<file path="src/rtl/rtc_update_seq.sv">
module rtc_update_seq #(
  parameter int TICKS_PER_SEC = 32768,
  parameter int UIP_TICKS     = 8
) (
  input  logic       clk,
  input  logic       rst_n,
  input  logic       tick,
  input  logic       set_freeze,
  input  logic       wr_sec,
  input  logic       wr_min,
  input  logic       wr_hr,
  input  logic [7:0] wr_data,
  input  logic [7:0] alm_sec,
  input  logic [7:0] alm_min,
  input  logic [7:0] alm_hr,
  input  logic       flag_clr,
  output logic [7:0] usr_sec,
  output logic [7:0] usr_min,
  output logic [7:0] usr_hr,
  output logic       uip,
  output logic       upd_flag,
  output logic       alm_flag
);
  localparam int CW    = $clog2(TICKS_PER_SEC);
  localparam int START = TICKS_PER_SEC - 1 - UIP_TICKS;

  logic [CW-1:0] presc;
  logic [7:0]    in_sec, in_min, in_hr;
  logic          xfer_q;

  wire last = tick && (presc == CW'(TICKS_PER_SEC - 1));
  wire warn = tick && (presc == CW'(START));

  wire sec_wrap = in_sec >= 8'd59;
  wire min_wrap = in_min >= 8'd59;
  wire hr_wrap  = in_hr  >= 8'd23;

  wire [7:0] nx_sec = sec_wrap ? 8'd0 : in_sec + 8'd1;
  wire [7:0] nx_min = !sec_wrap ? in_min : (min_wrap ? 8'd0 : in_min + 8'd1);
  wire [7:0] nx_hr  = !(sec_wrap && min_wrap) ? in_hr : (hr_wrap ? 8'd0 : in_hr + 8'd1);

  function automatic logic hit(input logic [7:0] a, input logic [7:0] t);
    return (a[7:6] == 2'b11) || (a == t);
  endfunction

  wire match = hit(alm_sec, nx_sec) && hit(alm_min, nx_min) && hit(alm_hr, nx_hr);

  wire ws = wr_sec && set_freeze;
  wire wm = wr_min && set_freeze;
  wire wh = wr_hr  && set_freeze;

  always_ff @(posedge clk or negedge rst_n) begin
    if (!rst_n) begin
      presc <= '0;
    end else if (tick) begin
      presc <= last ? '0 : presc + CW'(1);
    end
  end

  always_ff @(posedge clk or negedge rst_n) begin
    if (!rst_n) begin
      in_sec <= '0;
      in_min <= '0;
      in_hr  <= '0;
    end else begin
      if (last) begin
        in_sec <= nx_sec;
        in_min <= nx_min;
        in_hr  <= nx_hr;
      end
      if (ws) in_sec <= wr_data;
      if (wm) in_min <= wr_data;
      if (wh) in_hr  <= wr_data;
    end
  end

  always_ff @(posedge clk or negedge rst_n) begin
    if (!rst_n) begin
      usr_sec <= '0;
      usr_min <= '0;
      usr_hr  <= '0;
    end else begin
      if (last && !set_freeze) begin
        usr_sec <= nx_sec;
        usr_min <= nx_min;
        usr_hr  <= nx_hr;
      end
      if (ws) usr_sec <= wr_data;
      if (wm) usr_min <= wr_data;
      if (wh) usr_hr  <= wr_data;
    end
  end

  always_ff @(posedge clk or negedge rst_n) begin
    if (!rst_n) begin
      uip    <= 1'b0;
      xfer_q <= 1'b0;
    end else begin
      xfer_q <= last;
      if (warn)        uip <= 1'b1;
      else if (xfer_q) uip <= 1'b0;
    end
  end

  always_ff @(posedge clk or negedge rst_n) begin
    if (!rst_n) begin
      upd_flag <= 1'b0;
      alm_flag <= 1'b0;
    end else begin
      if (last)          upd_flag <= 1'b1;
      else if (flag_clr) upd_flag <= 1'b0;
      if (last && match) alm_flag <= 1'b1;
      else if (flag_clr) alm_flag <= 1'b0;
    end
  end
endmodule


</file>
<file path="config.mk">
export PLATFORM = sky130hd
export DESIGN_NAME = rtc_update_seq
export DESIGN_NICKNAME = d
export VERILOG_FILES = /design/src/rtl/rtc_update_seq.sv
export SDC_FILE = /design/constraint.sdc
export NUM_CORES = 1
export LEC_CHECK = 0
export ABC_AREA = 1
export CAP_MARGIN = 10
export CELL_PAD_IN_SITES_DETAIL_PLACEMENT = 0
export CELL_PAD_IN_SITES_GLOBAL_PLACEMENT = 1
export CORE_MARGIN = 3
export CORE_UTILIZATION = 46
export DETAILED_ROUTE_END_ITERATION = 7
export DONT_BUFFER_PORTS = 1
export PLACE_DENSITY_LB_ADDON = 0.2
export SLEW_MARGIN = 10
export SYNTH_ARGS = -nofsm -noshare
export SYNTH_HDL_FRONTEND = slang
export SYNTH_SLANG_ARGS = --single-unit
</file>
<file path="constraint.sdc">
create_clock -name clk -period 2.1 [get_ports clk]
set_input_delay 0.105 -clock clk [delete_from_list [all_inputs] [get_ports clk]]
set_output_delay 0.105 -clock clk [all_outputs]
set_load 0.02 [all_outputs]
</file>
==> flow_summary.yaml <==
clock_network:
  tritoncts: "built"
  clock_latency_ns: 0.35
  clockBufferDepth: 2
  cts.sinks: 67
  cts_buffers: 9
  clk_pin_slew_ns: 0.08
  clock_tree.root_cell: "clkbuf_8"
  cts-htree-levels: 3
min_path:
  hold_path.class: "in2reg"
timing:
  slew_headroom_pct: 70.51
  worst_slew_pin_slew_ns: 0.4377
  setup_ws_ns: 0.1315
  skew_ns: 0.01598
  final-max-slew-violation-count: 0
  finalCriticalPeriod_ns: 1.969
  rsz0062_at_grt: "yes"
  setup-violations-final: 0
  post-route-period-util_pct: 93.74
  finalHoldViolations: 0
  max_freq_ghz: 0.5080
synth:
  muxShareOfSynthArea_pct: 2.258
  ys_warn_count: 0
  netlist_area_um2: 3989
  synth-seq-cells: 67
  ys_seq_area_share_pct: 42.03
  synth_top_family_by_area: "simple AND/OR/NAND/NOR gates"
  synthXorXnorAreaFrac_pct: 1.757
  syn_inst: 555
  syn_nets: 599
  synth_area_per_cell_um2: 7.187
  synthSimpleGateAreaFrac_pct: 35.79
  synth_compound_area_share_pct: 8.752
  async_reset_ff_share_pct: 100.0
  synth.distinct_cells: 38
  synth_fa_ha_area_share_pct: 1.255
  synth_flop_cell: "dfrtp_1"
  synth-edff-count: 0
die:
  die-area_um2: 9825
  core_um2: 8299
  die_w_um: 99.12
  start_util_pct: 48.06
  num_io_pins: 67
  num_rows: 33
  fp.dieH_um: 99.12
power:
  p_leak_nw: 2.471
  vdd_drop_max_mv: 0.4789
  p_per_area_nw_per_um2: 925.8
  p_total_mw: 4.292
global_route:
  grt_usage_pct: 21.43
  overflow: 0
  grt_max_degree: 68
  antenna_found_initial: 0
  gr-usage-met1_pct: 28.35
  grt.met3_usage_pct: 4.488
  grt_pass1_wl_um: 16760
  use_met2_pct: 34.56
  top_usage_layer: "met2"
  grt_pass1_vias: 3476
finish:
  drive_above_1_share_pct: 15.57
  final_cells: 696
  final_common_cell: "nand2_1"
  postLayoutCoreUtil_pct: 55.86
  register_area_um2: 1677
  final_cell_mix: "206 x nand2_1, 67 x dfrtp_1, 63 x inv_1"
  area_growth_pct: 16.22
  fillers: 821
  multi_input_area_um2: 2085
  final_nets: 632
  diodes: 0
setup_path:
  arrival_ns: 2.20
  critPathLaunchType: "flip-flop"
  required_ns: 2.33
  crit_start: "presc[0]$_DFFE_PN0P_"
  rr_endpoint: "usr_min[2]$_DFFE_PN0P_"
  timing.rr.start: "presc[0]$_DFFE_PN0P_"
  path_class: "reg2reg"
  endpoint: "usr_min[2]$_DFFE_PN0P_"
  critPathMaxFanout: 10
  r2r_setup_slack_ns: 0.13
  end_kind: "flip-flop"
  rr_worst_depth: 12
placed_design:
  port_buffers: 0
  dp.cells: 668
  place_worst_setup_slack_ns: 0.05185
  gp_congestion: 0.8595
  hpwl_um: 7811
route:
  first_iter_violations: 143
  firstDrtPassIters: 4
  wl_um: 10430
  drcViolationCount: 0
  vias_per_cell: 5.144
  vias: 3580
  drtAntennaViolNets: 0
  wl_per_cell_um: 14.99
status:
  status: "complete, no violations"
job:
  maxCapViolCount: 0
==> synthesized netlist by cell type, drive strengths merged, types with 6 or more instances <==
cell type	number	share of area [%]
a21oi	7	0.88
nand3	48	6.5
o21ai	52	6.8
dfrtp	67	42
buf	6	1.1
inv	68	6.5
nor2	30	3.5
nor3	7	1.2
nand2	224	22
xor2	7	1.5
nand4	7	1.1
mux2	8	2.3
==> final cells by class <==
| type | count | area share [%] |
|---|---|---|
| Clock buffer | 12 | 3.563 |
| Multi-Input combinational cell | 410 | 44.97 |
| Timing Repair Buffer | 30 | 5.938 |
| Sequential cell | 67 | 36.17 |
| Tap cell | 105 | 2.834 |
| Inverter | 70 | 5.776 |
| Clock inverter | 2 | 0.7557 |
==> metal layers <==
metal | vias to the layer above | routed length [um] | share of wire, %
li1 | 1826 | - | -
met1 | 1657 | 4602 | 44
met2 | 76 | 4938 | 47
met3 | 21 | 607 | 5.8
met4 | 0 | 283 | 2.7
met5 | - | 0 | 0
==> what timing repair did <==
item                                    4_1_cts  5_1_grt
endpoints found under the setup margin        0       24
hold buffers                                  7        0
endpoints found under the hold margin        77        0
gates resized for setup                       0       30
buffers inserted                              0        4
==> worst max-delay path, cell delays in order, from the launching register on <==
cell and delay [ns]:
dfrtp_1 0.39, ha_1 0.17, nand2_2 0.09, nor2_4 0.17, nand2_4 0.09, nor2_8 0.13, inv_4 0.06, or2_4 0.26
buf_4 0.17, nand2_4 0.10, inv_2 0.10, nand2_1 0.06, o21ai_1 0.06
==> state kept, by name (all words and copies together) (netlist names) <==
register / flops
usr_min: 8
in_min: 8
usr_sec: 8
presc: 15
usr_hr: 8
uip: 1
xfer_q: 1
upd_flag: 1
in_hr: 8
in_sec: 8
alm_flag: 1
==> report_power, final <==
group	switching, mW	leakage, nW	internal [mW]
combinational	0.782	1.53	0.499
clock	0.492	0.104	0.632
sequential	0.339	0.837	1.55
==> through the flow <==
step | TNS, ns | instance area, um^2 | hold slack [ns]
after floorplan | 0 | 3989 | -0.1906
after global placement | 0 | 4198 | -0.1891
after detailed placement | 0 | 4198 | -0.1891
after CTS | 0 | 4486 | 0.01092
after global routing | -0.05409 | 4636 | 0.05520
final | 0 | 4636 | 0.01472
==> logic make-up (layout without fill, tap and decap cells) <==
kind of cell / after synthesis / after routing
AO/OA/AOI/OAI: 65 / 65
XOR/XNOR: 8 / 8
adder cells (fa/ha/maj): 4 / 4
buffers and inverters: 80 / 114
flip-flops: 67 / 67
multiplexers: 8 / 8
AND/OR/NAND/NOR: 323 / 325
==> worst min-delay path by stage <==
| stage | start | to | slack (ns) | depth (start not counted) |
|---|---|---|---|---|
| floorplan | rst_n | alm_flag$_DFFE_PN0P_ | -0.19 | 0 |
| global placement | rst_n | in_hr[4]$_DFFE_PN0P_ | -0.19 | 0 |
| detailed placement | rst_n | in_hr[4]$_DFFE_PN0P_ | -0.19 | 0 |
| CTS | alm_hr[7] | alm_flag$_DFFE_PN0P_ | 0.01 | 4 |
| global route | alm_hr[7] | alm_flag$_DFFE_PN0P_ | 0.06 | 4 |
| finish | alm_hr[7] | alm_flag$_DFFE_PN0P_ | 0.01 | 4 |
No activity file was read; power rests on OpenSTA's default activity.
